File: config.mk
export PLATFORM = sky130hd
export DESIGN_NAME = quad_lane_regs
export DESIGN_NICKNAME = d
export VERILOG_FILES = /design/src/rtl/qlr_pkg.sv /design/src/rtl/qlr_lane_bank.sv /design/src/rtl/qlr_ctrl.sv /design/src/rtl/qlr_read_port.sv /design/src/rtl/quad_lane_regs.sv
export SDC_FILE = /design/constraint.sdc
export NUM_CORES = 1
export LEC_CHECK = 0
export ABC_CLOCK_PERIOD_IN_PS = 1800
export BUFFER_PORTS_ARGS = -buffer_cell sky130_fd_sc_hd__buf_2
export CAP_MARGIN = 20
export CORE_ASPECT_RATIO = 1.75
export CORE_UTILIZATION = 27
export CTS_CLUSTER_SIZE = 20
export DETAILED_ROUTE_END_ITERATION = 12
export GPL_TIMING_DRIVEN = 0
export SLEW_MARGIN = 20
export SYNTH_ARGS = -nofsm -noshare
export SYNTH_HDL_FRONTEND = slang
export SYNTH_SLANG_ARGS = --single-unit
export TNS_END_PERCENT = 5
File: constraint.sdc
create_clock -name clk -period 1.8 [get_ports clk]
set_input_delay 0.27 -clock clk [delete_from_list [all_inputs] [get_ports clk]]
set_output_delay 0.27 -clock clk [all_outputs]
set_load 0.005 [all_outputs]
File: src/rtl/qlr_pkg.sv
package qlr_pkg;
   // number of distinct per-lane register kinds behind the control word
   localparam int unsigned NUM_KINDS  = 4;
   // word address of the control word; kinds follow it contiguously
   localparam int unsigned ADDR_CTRL  = 0;
   localparam int unsigned ADDR_KIND0 = 1;

   typedef enum logic [1:0] {
      PWR_OFF  = 2'd0,
      PWR_INIT = 2'd1,
      PWR_ON   = 2'd2
   } pwr_state_t;
endpackage

File: src/rtl/qlr_lane_bank.sv
module qlr_lane_bank #(
   parameter int unsigned NUM_LANES = 4,
   parameter int unsigned DATA_W    = 32,
   parameter int unsigned SEL_W     = 5,
   parameter int unsigned BCAST_SEL = 16
) (
   input  logic                        clk,
   input  logic                        rst_n,
   input  logic                        soft_rst,
   input  logic                        wr_hit,
   input  logic [SEL_W-1:0]            lane_sel,
   input  logic [DATA_W-1:0]           wdata,
   output logic [NUM_LANES*DATA_W-1:0] lanes_q,
   output logic [DATA_W-1:0]           shadow_q
);
   logic bcast;
   assign bcast = (lane_sel == SEL_W'(BCAST_SEL));

   // readable copy: follows every write, whatever the select
   always_ff @(posedge clk or negedge rst_n) begin
      if (!rst_n)        shadow_q <= '0;
      else if (soft_rst) shadow_q <= '0;
      else if (wr_hit)   shadow_q <= wdata;
   end

   for (genvar l = 0; l < NUM_LANES; l++) begin : g_lane
      logic              hit;
      logic [DATA_W-1:0] word_q;
      assign hit = wr_hit && (bcast || (lane_sel == SEL_W'(l)));
      always_ff @(posedge clk or negedge rst_n) begin
         if (!rst_n)        word_q <= '0;
         else if (soft_rst) word_q <= '0;
         else if (hit)      word_q <= wdata;
      end
      assign lanes_q[l*DATA_W +: DATA_W] = word_q;
   end
endmodule

File: src/rtl/qlr_ctrl.sv
module qlr_ctrl
   import qlr_pkg::*;
#(
   parameter int unsigned NUM_LANES   = 4,
   parameter int unsigned SEL_W       = 5,
   parameter int unsigned RESET_SEL   = 16,
   parameter int unsigned INIT_CYCLES = 8
) (
   input  logic                 clk,
   input  logic                 rst_n,
   input  logic                 ctrl_wr,
   input  logic [SEL_W:0]       ctrl_wdata,
   input  logic                 port_disabled,
   output logic [SEL_W-1:0]     lane_sel_q,
   output logic                 pd_q,
   output logic [NUM_LANES-1:0] lane_p2,
   output logic                 cmu_pd,
   output logic                 to_detect_q,
   output logic                 train_req_q
);
   localparam int unsigned CNT_W = (INIT_CYCLES > 1) ? $clog2(INIT_CYCLES) : 1;
   localparam int unsigned PD_BIT = SEL_W;

   logic [SEL_W-1:0] sel_d;
   logic             pd_d;
   pwr_state_t       state_q, state_d;
   logic [CNT_W-1:0] cnt_q, cnt_d;
   logic             train_d, detect_d;

   always_comb begin
      sel_d = ctrl_wr ? ctrl_wdata[SEL_W-1:0] : lane_sel_q;
      pd_d  = ctrl_wr ? ctrl_wdata[PD_BIT]    : pd_q;
   end

   // sticky fields: only the full reset returns them to default
   always_ff @(posedge clk or negedge rst_n) begin
      if (!rst_n) begin
         lane_sel_q <= SEL_W'(RESET_SEL);
         pd_q       <= 1'b0;
      end else begin
         lane_sel_q <= sel_d;
         pd_q       <= pd_d;
      end
   end

   always_comb begin
      state_d = state_q;
      cnt_d   = cnt_q;
      train_d = 1'b0;
      if (pd_d || port_disabled) begin
         state_d = PWR_OFF;
      end else begin
         unique case (state_q)
            PWR_OFF: begin
               state_d = PWR_INIT;
               cnt_d   = '0;
            end
            PWR_INIT: begin
               if (cnt_q == CNT_W'(INIT_CYCLES - 1)) begin
                  state_d = PWR_ON;
                  train_d = 1'b1;
               end else begin
                  cnt_d = cnt_q + 1'b1;
               end
            end
            default: ;
         endcase
      end
   end

   // return-to-detect fires on a power-down write that finds the quad live
   assign detect_d = ctrl_wr && ctrl_wdata[PD_BIT] && !port_disabled && (state_q != PWR_OFF);

   always_ff @(posedge clk or negedge rst_n) begin
      if (!rst_n) begin
         state_q     <= PWR_OFF;
         cnt_q       <= '0;
         to_detect_q <= 1'b0;
         train_req_q <= 1'b0;
      end else begin
         state_q     <= state_d;
         cnt_q       <= cnt_d;
         to_detect_q <= detect_d;
         train_req_q <= train_d;
      end
   end

   assign cmu_pd = (state_q == PWR_OFF) || port_disabled;
   for (genvar l = 0; l < NUM_LANES; l++) begin : g_p2
      assign lane_p2[l] = (state_q != PWR_ON) || port_disabled;
   end
endmodule

File: src/rtl/qlr_read_port.sv
module qlr_read_port
   import qlr_pkg::*;
#(
   parameter int unsigned ADDR_W = 4,
   parameter int unsigned DATA_W = 32
) (
   input  logic                        clk,
   input  logic                        rst_n,
   input  logic                        rd_en,
   input  logic [ADDR_W-1:0]           addr,
   input  logic [DATA_W-1:0]           ctrl_word,
   input  logic [NUM_KINDS*DATA_W-1:0] shadows,
   output logic [DATA_W-1:0]           rdata
);
   logic [DATA_W-1:0] sel_word;

   always_comb begin
      sel_word = '0;
      if (addr == ADDR_W'(ADDR_CTRL)) sel_word = ctrl_word;
      for (int k = 0; k < NUM_KINDS; k++) begin
         if (addr == ADDR_W'(ADDR_KIND0 + k)) sel_word = shadows[k*DATA_W +: DATA_W];
      end
   end

   always_ff @(posedge clk or negedge rst_n) begin
      if (!rst_n)     rdata <= '0;
      else if (rd_en) rdata <= sel_word;
   end
endmodule

File: src/rtl/quad_lane_regs.sv
module quad_lane_regs
   import qlr_pkg::*;
#(
   parameter int unsigned ADDR_W      = 4,
   parameter int unsigned DATA_W      = 32,
   parameter int unsigned NUM_LANES   = 4,
   parameter int unsigned SEL_W       = 5,
   parameter int unsigned BCAST_SEL   = 16,
   parameter int unsigned RESET_SEL   = 16,
   parameter int unsigned INIT_CYCLES = 8
) (
   input  logic                        clk,
   input  logic                        rst_n,
   input  logic                        soft_rst,
   input  logic                        port_disabled,
   input  logic [ADDR_W-1:0]           addr,
   input  logic                        wr_en,
   input  logic                        rd_en,
   input  logic [DATA_W-1:0]           wdata,
   output logic [DATA_W-1:0]           rdata,
   output logic [NUM_LANES*DATA_W-1:0] tx0_cfg,
   output logic [NUM_LANES*DATA_W-1:0] tx1_cfg,
   output logic [NUM_LANES*DATA_W-1:0] rx_cfg,
   output logic [NUM_LANES*DATA_W-1:0] rxeq_cfg,
   output logic [NUM_LANES-1:0]        lane_p2,
   output logic                        cmu_pd,
   output logic                        link_to_detect,
   output logic                        link_train_req
);
   localparam int unsigned LANE_VEC_W = NUM_LANES * DATA_W;
   localparam int unsigned LAST_ADDR  = ADDR_KIND0 + NUM_KINDS - 1;

   // elaboration-time parameter checks
   if (DATA_W < SEL_W + 1) begin : g_bad_data_w
      $error("DATA_W too narrow for select and power-down fields");
   end
   if (BCAST_SEL < NUM_LANES || BCAST_SEL >= (1 << SEL_W)) begin : g_bad_bcast
      $error("BCAST_SEL must lie above the lane numbers and fit SEL_W");
   end
   if (RESET_SEL >= (1 << SEL_W)) begin : g_bad_reset_sel
      $error("RESET_SEL does not fit SEL_W");
   end
   if (LAST_ADDR >= (1 << ADDR_W)) begin : g_bad_addr_w
      $error("ADDR_W cannot reach every register");
   end
   if (INIT_CYCLES < 1) begin : g_bad_init
      $error("INIT_CYCLES must be at least one");
   end

   logic                        ctrl_wr;
   logic [SEL_W-1:0]            lane_sel_q;
   logic                        pd_q;
   logic [DATA_W-1:0]           ctrl_word;
   logic [NUM_KINDS-1:0][LANE_VEC_W-1:0] lanes_all;
   logic [NUM_KINDS*DATA_W-1:0] shadows;

   assign ctrl_wr = wr_en && (addr == ADDR_W'(ADDR_CTRL));

   qlr_ctrl #(
      .NUM_LANES  (NUM_LANES),
      .SEL_W      (SEL_W),
      .RESET_SEL  (RESET_SEL),
      .INIT_CYCLES(INIT_CYCLES)
   ) u_ctrl (
      .clk          (clk),
      .rst_n        (rst_n),
      .ctrl_wr      (ctrl_wr),
      .ctrl_wdata   (wdata[SEL_W:0]),
      .port_disabled(port_disabled),
      .lane_sel_q   (lane_sel_q),
      .pd_q         (pd_q),
      .lane_p2      (lane_p2),
      .cmu_pd       (cmu_pd),
      .to_detect_q  (link_to_detect),
      .train_req_q  (link_train_req)
   );

   always_comb begin
      ctrl_word              = '0;
      ctrl_word[SEL_W-1:0]   = lane_sel_q;
      ctrl_word[SEL_W]       = pd_q;
   end

   for (genvar k = 0; k < NUM_KINDS; k++) begin : g_kind
      logic hit;
      assign hit = wr_en && (addr == ADDR_W'(ADDR_KIND0 + k));
      qlr_lane_bank #(
         .NUM_LANES(NUM_LANES),
         .DATA_W   (DATA_W),
         .SEL_W    (SEL_W),
         .BCAST_SEL(BCAST_SEL)
      ) u_bank (
         .clk     (clk),
         .rst_n   (rst_n),
         .soft_rst(soft_rst),
         .wr_hit  (hit),
         .lane_sel(lane_sel_q),
         .wdata   (wdata),
         .lanes_q (lanes_all[k]),
         .shadow_q(shadows[k*DATA_W +: DATA_W])
      );
   end

   assign tx0_cfg  = lanes_all[0];
   assign tx1_cfg  = lanes_all[1];
   assign rx_cfg   = lanes_all[2];
   assign rxeq_cfg = lanes_all[3];

   qlr_read_port #(
      .ADDR_W(ADDR_W),
      .DATA_W(DATA_W)
   ) u_rd (
      .clk      (clk),
      .rst_n    (rst_n),
      .rd_en    (rd_en),
      .addr     (addr),
      .ctrl_word(ctrl_word),
      .shadows  (shadows),
      .rdata    (rdata)
   );
endmodule

# ---- Word-level counts from Yosys, hierarchy flattened
# Cells that the tools add are included.
dict set report word_totals {
  regBits 685
  inputBits 42
  out_inout_bits 551
}
dict set report op_classes {
  addsub 1
  eq_ne 13
  mux 54
  bitwise_logic 1
  n_reduce_logical 60
}
# operator n
set ops {}
lappend ops {{$mux W32} 44}
lappend ops {{$reduce_bool A2 Y1} 22}
lappend ops {{$logic_and A1 B1 Y1} 24}
lappend ops {{$eq A5 B2 Y1 const B} 2}
lappend ops {{$eq A4 B2 Y1 const B} 2}
lappend ops {{$logic_or A1 B1 Y1} 7}
lappend ops {{$mux W6} 1}
lappend ops {{$pmux W3 S2} 1}
lappend ops {{$eq A5 B1 Y1 const B} 1}
lappend ops {{$eq A5 B5 Y1 const B} 1}
lappend ops {{$logic_not A5 Y1} 1}
lappend ops {{$eq A4 B1 Y1 const B} 1}
lappend ops {{$eq A4 B3 Y1 const B} 1}
lappend ops {{$logic_not A4 Y1} 1}
lappend ops {{$mux W1} 4}
lappend ops {{$mux W2} 2}
lappend ops {{$ne A2 B2 Y1 const B} 2}
lappend ops {{$pmux W2 S2} 1}
lappend ops {{$add A3 B1 Y3 const B} 1}
lappend ops {{$eq A3 B3 Y1 const B} 1}
lappend ops {{$mux W3} 1}
lappend ops {{$ne A3 B1 Y1 const B} 1}
lappend ops {{$reduce_and A3 Y1} 1}
lappend ops {{$reduce_bool A3 Y1} 1}
lappend ops {{other kinds (5)} 5}

# ---- Depth between registers and ports, before layout
# Gate-level depths: netlist (run 1).
dict set report depth {
  depth_word 6
  ltp_mapped 7
}

# ---- Cells and area by module
# Synthesis (run 1) repeated with hierarchy kept, for this count alone.
dict set report hier_totals {
  hier_cells 2905
  hier_area_um2 31460.2
}
# mod n_inst cells_each area_per_inst_um2 seq_area_each_um2
set by_module_without_submodules {}
lappend by_module_without_submodules {qlr_lane_bank 4 606 7004.2 4003.8}
lappend by_module_without_submodules {qlr_read_port 1 425 2747.6 800.8}
lappend by_module_without_submodules {qlr_ctrl 1 49 626.9 326.6}
lappend by_module_without_submodules {quad_lane_regs 1 7 68.8 0.0}

# ---- Worst setup path before layout (run 1)
# OpenSTA, ideal clock, no wires.
dict set report synth_timing {
  path_kind {register to register}
  startpoint {reg u_ctrl.lane_sel_q[4]}
  endpoint {reg g_kind[0].u_bank.g_lane[3].word_q[10]}
  setup_ns 0.078
  t_arrival_ns 1.861
  required_ns 1.722
  setup_slack_ns -0.139
  path_stages_with_launch 7
  path_buffers 2
  path_cell_list {dfstp_2 > buf_4 > or3b_4 > a2111oi_4 > buf_6 > nand2_1 > a21oi_1}
}
dict set report synth_between {
  elab_chain_len 4
  word_cells_on_any_way 5
  cone_classes {eq/ne (2); reduce/logical (3)}
}
# element line_no
set synth_rtl {}
lappend synth_rtl {{start, declared} qlr_ctrl.sv:14} ;# output logic [SEL_W-1:0] lane_sel_q,
lappend synth_rtl {{start signal, assigned} qlr_ctrl.sv:38} ;# lane_sel_q <= SEL_W'(RESET_SEL);
lappend synth_rtl {{start signal, assigned} qlr_ctrl.sv:41} ;# lane_sel_q <= sel_d;
lappend synth_rtl {{$eq A5 B5 Y1 or $eq A5 B2 Y1 (tied branches)} {qlr_lane_bank.sv:17, qlr_lane_bank.sv:29}}
lappend synth_rtl {{$logic_or A1 B1 Y1 (*)} qlr_lane_bank.sv:29} ;# assign hit = wr_hit && (bcast || (lane_sel == SEL_W'(l)));
lappend synth_rtl {{$logic_and A1 B1 Y1 (*)} qlr_lane_bank.sv:29}
lappend synth_rtl {{$reduce_bool A2 Y1 (no line) (*)} n/a}
lappend synth_rtl {{end signal, assigned} qlr_lane_bank.sv:33} ;# else if (hit) word_q <= wdata;
lappend synth_rtl {{end, declared} qlr_lane_bank.sv:28} ;# logic [DATA_W-1:0] word_q;
# Every way passes the cells marked *; elsewhere a longest branch is shown, timed or not.
# A chain may end at the register's enable or synchronous reset.

# ---- Worst setup path in the final report (run 1)
dict set report layout_timing {
  startpoint {reg u_ctrl.lane_sel_q[4]}
  endpoint {reg g_kind[3].u_bank.g_lane[3].word_q[5]}
}
dict set report layout_between {
  elab_chain_len 4
  word_cells_on_any_way 5
  cone_classes {eq/ne (2); reduce/logical (3)}
}
# element line_no
set layout_rtl {}
lappend layout_rtl {{$eq A5 B5 Y1 or $eq A5 B2 Y1 (tied branches)} {qlr_lane_bank.sv:17, qlr_lane_bank.sv:29}}
lappend layout_rtl {{$logic_or A1 B1 Y1 (*)} qlr_lane_bank.sv:29}
lappend layout_rtl {{$logic_and A1 B1 Y1 (*)} qlr_lane_bank.sv:29}
lappend layout_rtl {{$reduce_bool A2 Y1 (no line) (*)} n/a}
lappend layout_rtl {{end signal, assigned} qlr_lane_bank.sv:33}
lappend layout_rtl {{end, declared} qlr_lane_bank.sv:28}
# Marks and branches as above.

==> impl_results.html, run 1 <==
<table>
<tr><th>Metric</th><th>Value</th></tr>
<tr><th colspan="2">Outcome</th></tr>
<tr><td>Status</td><td>complete, but fails checks</td></tr>
<tr><td>Violations in the final reports</td><td>negative hold slack, negative setup slack</td></tr>
<tr><th colspan="2">Power and ir drop</th></tr>
<tr><td>Pwr Density</td><td>893.0 mW/mm^2</td></tr>
<tr><td>Leakage Power</td><td>19.21 nW</td></tr>
<tr><td>IR drop worst, VDD</td><td>0.6535 mV</td></tr>
<tr><td>Post-route total power</td><td>34.61 mW</td></tr>
<tr><th colspan="2">Final layout</th></tr>
<tr><td>Layout cell share with drive strength beyond 1</td><td>0.2968</td></tr>
<tr><td>Final instance count without filler cells</td><td>5,092</td></tr>
<tr><td>Area Growth Syn to Fin</td><td>33.36%</td></tr>
<tr><td>Top library cells by usage in the layout, fill and taps aside</td><td>sky130_fd_sc_hd__nand2_1 (803), sky130_fd_sc_hd__dfrtp_1 (682), sky130_fd_sc_hd__buf_2 (613)</td></tr>
<tr><td>Final Core Density</td><td>0.3644</td></tr>
<tr><td>Leading cell type in the layout, fill and taps excluded</td><td>sky130_fd_sc_hd__nand2_1</td></tr>
<tr><td>NumNets Final</td><td>3,720</td></tr>
<tr><td>Final instance area</td><td>0.03875 mm^2</td></tr>
<tr><th colspan="2">Logic synthesis</th></tr>
<tr><td>Distinct cells, synth</td><td>61</td></tr>
<tr><td>Total nets after synthesis</td><td>2,979</td></tr>
<tr><td>Post-Syn Area per Cell</td><td>9.901 um^2</td></tr>
<tr><td>Number of enable flip-flop cells after synthesis</td><td>0</td></tr>
<tr><td>Mapped Area</td><td>0.02906 mm^2</td></tr>
<tr><td>Post-synth top flop</td><td>sky130_fd_sc_hd__dfrtp_1</td></tr>
<tr><td>Post-Syn Instances</td><td>2,935</td></tr>
<tr><td>Sequential area share after synthesis</td><td>0.5899</td></tr>
<tr><td>Proportion of register bits with asynchronous set or reset after synthesis</td><td>1.000</td></tr>
<tr><td>YS warnings</td><td>0</td></tr>
<tr><td>Post-synthesis register bit count</td><td>685</td></tr>
<tr><th colspan="2">Global route</th></tr>
<tr><td>Aggregate global routing overflow</td><td>0</td></tr>
<tr><td>Global routing's busiest layer</td><td>met2</td></tr>
<tr><td>First-pass GRT wire length</td><td>174.3 mm</td></tr>
<tr><td>Met3 global-route usage</td><td>0.05073</td></tr>
<tr><td>Met2 track demand over resource</td><td>0.3859</td></tr>
<tr><td>Maximum number of pins on one net before global-route repair</td><td>100</td></tr>
<tr><td>Initial antenna violation count</td><td>10</td></tr>
<tr><td>Via count of the first global-routing pass</td><td>24.98k</td></tr>
<tr><td>Global routing usage on met1</td><td>0.2383</td></tr>
<tr><td>Total GRT Usage</td><td>0.2197</td></tr>
<tr><th colspan="2">Route</th></tr>
<tr><td>Avg Vias per Cell</td><td>4.785</td></tr>
<tr><td>First-iteration detailed-routing DRC count</td><td>1,434</td></tr>
<tr><td>Aggregate routed wire length</td><td>122.3 mm</td></tr>
<tr><td>Routed length per placed instance</td><td>24.01 um</td></tr>
<tr><td>Antenna viol nets, final</td><td>0</td></tr>
<tr><td>Number of detailed-route iterations in the first pass</td><td>5</td></tr>
<tr><td>Vias post-DR</td><td>24.37k</td></tr>
<tr><td>Count of unresolved DRC violations after routing</td><td>0</td></tr>
<tr><th colspan="2">Placement</th></tr>
<tr><td>Pre-CTS setup slack</td><td>-1257 ps</td></tr>
<tr><td>HPWL reported at the end of detailed placement</td><td>88.45 mm</td></tr>
<tr><td>Count of input and output buffers</td><td>564</td></tr>
<tr><td>Final weighted congestion of routability-driven global placement</td><td>0.9029</td></tr>
<tr><td>Placed Cells</td><td>4,869</td></tr>
<tr><td>Placement-stage cell area</td><td>0.03386 mm^2</td></tr>
<tr><th colspan="2">Setup path</th></tr>
<tr><td>Nature of the critical path startpoint</td><td>flop</td></tr>
<tr><td>CP max FO</td><td>5</td></tr>
<tr><td>Data arrival, critical path</td><td>2830 ps</td></tr>
<tr><td>Sort of element at the end of the critical path</td><td>flop</td></tr>
<tr><td>Setup slack, reg-to-reg</td><td>-460 ps</td></tr>
<tr><td>Type of the setup path with the least slack</td><td>flop to flop</td></tr>
<tr><td>Crit path required time</td><td>2370 ps</td></tr>
<tr><th colspan="2">CTS</th></tr>
<tr><td>Total CTS buffers</td><td>71</td></tr>
<tr><td>Clock insertion delay at the later pin of the skew report</td><td>670 ps</td></tr>
<tr><td>Clk buf depth</td><td>3</td></tr>
<tr><td>Clock sink count</td><td>685</td></tr>
<tr><td>Number of levels the H-tree was split into</td><td>3</td></tr>
<tr><td>Clock transition at the registers of the reported paths</td><td>70 ps</td></tr>
<tr><td>CTS tree</td><td>done</td></tr>
<tr><td>CTS Root Buffer Type</td><td>sky130_fd_sc_hd__clkbuf_16</td></tr>
<tr><th colspan="2">Floorplanning</th></tr>
<tr><td>Starting Density</td><td>0.2732</td></tr>
<tr><td>Die Span X</td><td>250 um</td></tr>
<tr><td>Number of core rows</td><td>158</td></tr>
<tr><td>Height of the die</td><td>436.0 um</td></tr>
<tr><td>IO Count</td><td>593</td></tr>
<tr><td>CORE AREA</td><td>0.1064 mm^2</td></tr>
<tr><td>Die Outline Area</td><td>0.1090 mm^2</td></tr>
<tr><th colspan="2">Timing</th></tr>
<tr><td>Tightest hold margin</td><td>-142.0 ps</td></tr>
<tr><td>Minimum clock period</td><td>2264 ps</td></tr>
<tr><td>Setup Skew</td><td>32.61 ps</td></tr>
<tr><td>Number of pins with negative max-slew slack in the final report</td><td>0</td></tr>
<tr><td>Endpoints failing setup</td><td>511</td></tr>
<tr><td>Number of hold violations in the final report</td><td>113</td></tr>
<tr><td>Actual transition at the worst max-transition pin</td><td>1085 ps</td></tr>
<tr><td>Period utilisation layout</td><td>1.258</td></tr>
<tr><td>Setup TNS</td><td>-131,050 ps</td></tr>
<tr><td>Final worst-path setup slack</td><td>-464.3 ps</td></tr>
<tr><td>Top achievable clock speed</td><td>0.4416 GHz</td></tr>
<tr><td>Max transition margin</td><td>0.2764</td></tr>
<tr><td>Setup repair after global routing missed its margin</td><td>true</td></tr>
<tr><th colspan="2">Flow run</th></tr>
<tr><td>Max capacitance violation total</td><td>0</td></tr>
<tr><th colspan="2">Min path</th></tr>
<tr><td>Worst hold path class</td><td>primary input to asynchronous set/reset pin</td></tr>
</table>
[area by class of cell]
cell class | count | area [um^2]
diodes | 2 | 5.005
plain buffers | 271 | 2003
clock buffers | 95 | 2017
clock inverters | 32 | 444.2
fillers | 10749 | 67600
inverters | 11 | 41.29
multi-input cells | 1966 | 11160
flip-flops and latches | 685 | 17150
well taps | 1360 | 1702
repair buffers | 670 | 4234
[routing by layer]
| layer | part of all wire | wire (um) |
|---|---|---|
| met3 | 0.067 | 8201 |
| met5 | 0.00088 | 108 |
| met1 | 0.37 | 45030 |
| met2 | 0.50 | 61460 |
| met4 | 0.061 | 7460 |
[power by group]
| part | internal, mW | switching, mW |
|---|---|---|
| clock | 8.79 | 7.06 |
| sequential | 15.6 | 0.123 |
| combinational | 0.911 | 2.14 |
[timing repair]
item / CTS / global route
cloned: 6 / 5
endpoints found under the hold margin: 616 / 123
hold buffers: 38 / 1
pin swaps: 38 / 36
buffers inserted: 43 / 3
setup endpoints to repair: 547 / 537
gates resized for setup: 218 / 174
[critical path, stage by stage (launching register included)]
cell                        delay (ps)
sky130_fd_sc_hd__dfstp_2           530
sky130_fd_sc_hd__buf_8             120
sky130_fd_sc_hd__or3b_4            440
sky130_fd_sc_hd__buf_6             140
sky130_fd_sc_hd__a2111oi_4         350
sky130_fd_sc_hd__buf_6             200
sky130_fd_sc_hd__clkbuf_16         160
sky130_fd_sc_hd__nand2_1            60
sky130_fd_sc_hd__a21oi_1           140
[flip-flops by register name, summed over array words and instances, names as in the netlist]
name and flops:
u_ctrl.pd_q 1, u_ctrl.cnt_q 3, u_ctrl.lane_sel_q 5, g_kind.u_bank.shadow_q 128, u_rd.rdata 32, u_ctrl.train_req_q 1
u_ctrl.to_detect_q 1, u_ctrl.state_q 2, g_kind.u_bank.g_lane.word_q 512
[cell usage after synthesis, types with 3 or more instances]
library cell,count,share of area
sky130_fd_sc_hd__buf_6,49,0.019
sky130_fd_sc_hd__a21oi_1,443,0.076
sky130_fd_sc_hd__nand2_1,837,0.11
sky130_fd_sc_hd__a2111oi_4,4,0.0038
sky130_fd_sc_hd__o21ai_0,6,0.0010
sky130_fd_sc_hd__nand2b_1,10,0.0022
sky130_fd_sc_hd__a211oi_1,6,0.0015
sky130_fd_sc_hd__buf_4,8,0.0021
sky130_fd_sc_hd__o2bb2ai_1,26,0.0078
sky130_fd_sc_hd__dfrtp_1,684,0.59
sky130_fd_sc_hd__o2111ai_1,4,0.0012
sky130_fd_sc_hd__inv_1,10,0.0013
sky130_fd_sc_hd__a22oi_1,26,0.0067
sky130_fd_sc_hd__o221ai_1,6,0.0018
sky130_fd_sc_hd__nor3_4,3,0.0017
sky130_fd_sc_hd__nor2_1,265,0.034
sky130_fd_sc_hd__nor3_1,11,0.0019
sky130_fd_sc_hd__mux2i_1,257,0.089
sky130_fd_sc_hd__buf_2,76,0.013
sky130_fd_sc_hd__nand3_1,7,0.0012
sky130_fd_sc_hd__clkbuf_1,138,0.018
sky130_fd_sc_hd__mux2_2,5,0.0019
sky130_fd_sc_hd__nand4_1,5,0.0011
[cells by family after synthesis]
family / count (synthesis) / synth area share
and+or+nand+nor: 1170 / 0.1618
DFF: 685 / 0.5899
AOI/OAI and AO/OA: 529 / 0.1024
buffers and inverters: 284 / 0.05365
muxes: 262 / 0.09046
xor gates and xnor gates: 3 / 0.0009043
adders and majority gates: 2 / 0.0008610
[path summary, 6_finish.rpt]
check,start,to,cells after the start
setup / recovery,u_ctrl.lane_sel_q[4],g_kind[3].u_bank.g_lane[3].word_q[5],8
hold / removal,rst_n,g_kind[3].u_bank.g_lane[1].word_q[8],5
setup reg to reg,u_ctrl.lane_sel_q[4],g_kind[3].u_bank.g_lane[3].word_q[5],8
hold reg to reg,g_kind[1].u_bank.g_lane[3].word_q[7],g_kind[1].u_bank.g_lane[3].word_q[7],2
max in group asynchronous,rst_n,g_kind[0].u_bank.g_lane[0].word_q[24],8
min in group clk,port_disabled,u_ctrl.cnt_q[0],4
No activity file was read; power rests on OpenSTA's default activity.
==> run 2: changes to the inputs <==
--- a/config.mk
+++ b/config.mk
@@ -13,6 +13,7 @@
 export CTS_CLUSTER_SIZE = 20
 export DETAILED_ROUTE_END_ITERATION = 12
 export GPL_TIMING_DRIVEN = 0
+export RECOVER_POWER = 50
 export SLEW_MARGIN = 20
 export SYNTH_ARGS = -nofsm -noshare
 export SYNTH_HDL_FRONTEND = slang
==> run 2 against run 1 <==
Against the previous run:
- the run ends with negative setup slack left
- clock-buffer cell count did not move
- first-iteration DRC count up 0.35%
- clock skew grew 1.4 ps
- die area is the same
==> impl_results.html, run 2 (same netlist as run 1, synthesis figures left out) <==
<table>
<tr><th>Metric</th><th>Value</th></tr>
<tr><th colspan="2">Outcome</th></tr>
<tr><td>Status</td><td>complete, but fails checks</td></tr>
<tr><td>Violations in the final reports</td><td>negative setup slack</td></tr>
<tr><th colspan="2">Setup path</th></tr>
<tr><td>Critical Path Slowest Stage Cell</td><td>sky130_fd_sc_hd__dfstp_2</td></tr>
<tr><td>Setup slack, reg-to-reg</td><td>-470 ps (about the same)</td></tr>
<tr><td>Reg-to-Reg End</td><td>g_kind[0].u_bank.g_lane[3].word_q[27]</td></tr>
<tr><td>Cell mode on critical path</td><td>sky130_fd_sc_hd__buf_4</td></tr>
<tr><td>CP max FO</td><td>10 (+5)</td></tr>
<tr><td>Delay of the slowest critical-path stage</td><td>530 ps (about the same)</td></tr>
<tr><td>CP Cell Sequence</td><td>buf_8, buf_4, nor3b_4, buf_4, o2111ai_4, clkbuf_2, nand2_1, a21oi_2</td></tr>
<tr><td>Crit path required time</td><td>2310 ps (-60 ps)</td></tr>
<tr><td>Data arrival, critical path</td><td>2780 ps (-50 ps)</td></tr>
<tr><td>Worst setup startpoint</td><td>u_ctrl.lane_sel_q[4]</td></tr>
<tr><td>Worst flop-to-flop path startpoint</td><td>u_ctrl.lane_sel_q[4]</td></tr>
<tr><td>Type of the setup path with the least slack</td><td>flop to flop</td></tr>
<tr><td>Nature of the critical path startpoint</td><td>flop</td></tr>
<tr><td>Sort of element at the end of the critical path</td><td>flop</td></tr>
<tr><td>Cells on worst reg2reg path</td><td>8 (unchanged)</td></tr>
<tr><th colspan="2">Power and ir drop</th></tr>
<tr><td>Post-route total power</td><td>34.56 mW (-0.13%)</td></tr>
<tr><td>Leakage Power</td><td>18.74 nW (-2.4%)</td></tr>
<tr><td>IR drop worst, VDD</td><td>0.6563 mV (+0.42%)</td></tr>
<tr><td>Pwr Density</td><td>897.9 mW/mm^2 (+0.55%)</td></tr>
<tr><th colspan="2">Global route</th></tr>
<tr><td>Maximum number of pins on one net before global-route repair</td><td>100 (unchanged)</td></tr>
<tr><td>Total GRT Usage</td><td>0.2197 (unchanged)</td></tr>
<tr><td>Initial antenna violation count</td><td>9 (-1)</td></tr>
<tr><td>Aggregate global routing overflow</td><td>0 (unchanged)</td></tr>
<tr><td>Via count of the first global-routing pass</td><td>24.98k (unchanged)</td></tr>
<tr><td>First-pass GRT wire length</td><td>174.3 mm (unchanged)</td></tr>
<tr><th colspan="2">Route</th></tr>
<tr><td>Vias post-DR</td><td>24.43k (+0.26%)</td></tr>
<tr><td>Aggregate routed wire length</td><td>122.5 mm (+0.22%)</td></tr>
<tr><td>Avg Vias per Cell</td><td>4.796 (+0.22%)</td></tr>
<tr><td>Number of detailed-route iterations in the first pass</td><td>5 (unchanged)</td></tr>
<tr><td>Routed length per placed instance</td><td>24.06 um (+0.18%)</td></tr>
<tr><td>Max layer used</td><td>met5</td></tr>
<tr><td>Met3 WL post-DR</td><td>8.220 mm (+0.23%)</td></tr>
<tr><td>Met1 layer wirelength in the final routing</td><td>45.02 mm (about the same)</td></tr>
<tr><td>Antenna viol nets, final</td><td>0 (unchanged)</td></tr>
<tr><td>Count of unresolved DRC violations after routing</td><td>0 (unchanged)</td></tr>
<tr><td>Met2 routed WL</td><td>61.62 mm (+0.27%)</td></tr>
<tr><td>First-iteration detailed-routing DRC count</td><td>1,439 (+0.35%)</td></tr>
<tr><th colspan="2">Timing</th></tr>
<tr><td>Setup Skew</td><td>33.98 ps (+1.369 ps)</td></tr>
<tr><td>Number of hold violations in the final report</td><td>0 (-100%)</td></tr>
<tr><td>Final worst-path setup slack</td><td>-468.6 ps (-4.316 ps)</td></tr>
<tr><td>Top achievable clock speed</td><td>0.4408 GHz (-0.19%)</td></tr>
<tr><td>Endpoints failing setup</td><td>704 (+38%)</td></tr>
<tr><td>Period utilisation layout</td><td>1.260 (+0.002398)</td></tr>
<tr><td>Setup TNS</td><td>-152,270 ps (-21,220 ps)</td></tr>
<tr><td>Actual transition at the worst max-transition pin</td><td>1445 ps (+359.8 ps)</td></tr>
<tr><td>Number of pins with negative max-slew slack in the final report</td><td>0 (unchanged)</td></tr>
<tr><td>Setup repair after global routing missed its margin</td><td>true</td></tr>
<tr><td>Max transition margin</td><td>0.03652 (-0.2399)</td></tr>
<tr><td>Minimum clock period</td><td>2269 ps (+4.316 ps)</td></tr>
<tr><th colspan="2">Floorplanning</th></tr>
<tr><td>Die Outline Area</td><td>0.1090 mm^2 (unchanged)</td></tr>
<tr><td>Die Span X</td><td>250 um (unchanged)</td></tr>
<tr><td>Height of the die</td><td>436.0 um (unchanged)</td></tr>
<tr><td>IO Count</td><td>593 (unchanged)</td></tr>
<tr><td>Number of core rows</td><td>158 (unchanged)</td></tr>
<tr><td>Starting Density</td><td>0.2732 (unchanged)</td></tr>
<tr><td>CORE AREA</td><td>0.1064 mm^2 (unchanged)</td></tr>
<tr><th colspan="2">Min path</th></tr>
<tr><td>Worst Hold Path EP</td><td>u_ctrl.cnt_q[0]</td></tr>
<tr><td>Min-Delay Startpoint</td><td>port_disabled</td></tr>
<tr><td>Hold Path Cell Cnt</td><td>4</td></tr>
<tr><td>Worst hold path class</td><td>primary input to flop</td></tr>
<tr><th colspan="2">Placement</th></tr>
<tr><td>Count of input and output buffers</td><td>564 (unchanged)</td></tr>
<tr><td>Final weighted congestion of routability-driven global placement</td><td>0.9029 (unchanged)</td></tr>
<tr><td>HPWL reported at the end of detailed placement</td><td>88.45 mm (unchanged)</td></tr>
<tr><td>Placement-stage cell area</td><td>0.03386 mm^2 (unchanged)</td></tr>
<tr><th colspan="2">Final layout</th></tr>
<tr><td>Area Growth Syn to Fin</td><td>32.45%</td></tr>
<tr><td>Final Core Density</td><td>0.3619 (-0.002471)</td></tr>
<tr><td>Number of flip-flops under the largest register name</td><td>512 (unchanged)</td></tr>
<tr><td>Final instance area</td><td>0.03849 mm^2 (-0.68%)</td></tr>
<tr><td>Layout cell share with drive strength beyond 1</td><td>0.2702 (-0.02654)</td></tr>
<tr><td>Leading cell type in the layout, fill and taps excluded</td><td>sky130_fd_sc_hd__nand2_1</td></tr>
<tr><td>Top register by number of flip-flops</td><td>g_kind.u_bank.g_lane.word_q</td></tr>
<tr><td>Top library cells by usage in the layout, fill and taps aside</td><td>sky130_fd_sc_hd__nand2_1 (803), sky130_fd_sc_hd__dfrtp_1 (682), sky130_fd_sc_hd__buf_2 (518)</td></tr>
<tr><td>Leading registers by flop count</td><td>g_kind.u_bank.g_lane.word_q: 512 flops, g_kind.u_bank.shadow_q: 128 flops, u_rd.rdata: 32 flops</td></tr>
<tr><td>NumNets Final</td><td>3,720 (unchanged)</td></tr>
<tr><th colspan="2">CTS</th></tr>
<tr><td>Number of levels the H-tree was split into</td><td>3 (unchanged)</td></tr>
<tr><td>CTS Root Buffer Type</td><td>sky130_fd_sc_hd__clkbuf_16</td></tr>
<tr><td>Clock insertion delay at the later pin of the skew report</td><td>680 ps (about the same)</td></tr>
<tr><td>CTS tree</td><td>done</td></tr>
<tr><td>Clock transition at the registers of the reported paths</td><td>70 ps (about the same)</td></tr>
<tr><td>Total CTS buffers</td><td>71 (unchanged)</td></tr>
<tr><td>Clk buf depth</td><td>3 (unchanged)</td></tr>
<tr><td>Clock sink count</td><td>685 (unchanged)</td></tr>
<tr><th colspan="2">Flow run</th></tr>
<tr><td>Max capacitance violation total</td><td>0 (unchanged)</td></tr>
</table>
==> run 2: layout make-up <==
cell class                      count  area, um^2
Clock buffer                       95        2017
Sequential cell                   685       17150
Antenna cell                        4       10.01
Clock inverter                     32       444.2
Multi-Input combinational cell   1966       11150
Inverter                           11       41.29
Tap cell                         1360        1702
Timing Repair Buffer              670        3975
Fill cell                       10815       67870
Buffer                            271        2003
==> run 2: report_power, final <==
| part | leakage [nW] | internal (mW) | total [mW] | switching (mW) |
|---|---|---|---|---|
| clock | 1.18 | 8.79 | 15.8 | 7.05 |
| combinational | 8.06 | 0.871 | 3.01 | 2.14 |
| sequential | 9.50 | 15.6 | 15.7 | 0.124 |
==> run 2: worst max-delay path, delay by kind of cell, from the launching register on <==
family          cells  cell delay [ps]
flops               1              530
buf+inv             4              800
simple gates        2              380
compound gates      2              380
==> run 2: worst max path at each step <==
stage                                                  endpoint  slack [ps]
final                     g_kind[0].u_bank.g_lane[3].word_q[27]        -470
after global routing      g_kind[0].u_bank.g_lane[3].word_q[27]        -530
after CTS                 g_kind[2].u_bank.g_lane[3].word_q[15]        -470
after detailed placement   g_kind[0].u_bank.g_lane[1].word_q[4]       -1260
after global placement    g_kind[2].u_bank.g_lane[0].word_q[25]      -14720
after floorplan           g_kind[0].u_bank.g_lane[3].word_q[10]        -120
==> run 2: layer usage <==
metal | vias to the layer above | GRT usage
met3 | 267 | 0.05073
met2 | 950 | 0.3859
met4 | 12 | 0.1345
li1 | 11135 | -
met5 | - | 0
met1 | 12065 | 0.2383
==> run 2: what timing repair did <==
item                                    in CTS  in global routing
gates resized for setup                    218                174
cloned                                       6                  5
endpoints found under the setup margin     547                537
hold endpoints to repair                   616                123
buffers inserted                            43                  3
pin swaps                                   38                 36
hold buffers                                38                  1
==> run 2: through the flow <==
| step | setup WS (ps) | instances | hold WS (ps) |
|---|---|---|---|
| 4_1_cts | -469.6 | 5081 | -186.1 |
| 2_1_floorplan | -123.3 | 2935 | -25.59 |
| 5_1_grt | -525.4 | 5091 | 77.49 |
| 3_5_place_dp | -1257 | 4869 | 224.1 |
| 6_report | -468.6 | 5094 | 63.55 |
| 3_3_place_gp | -14720 | 4859 | 497.2 |
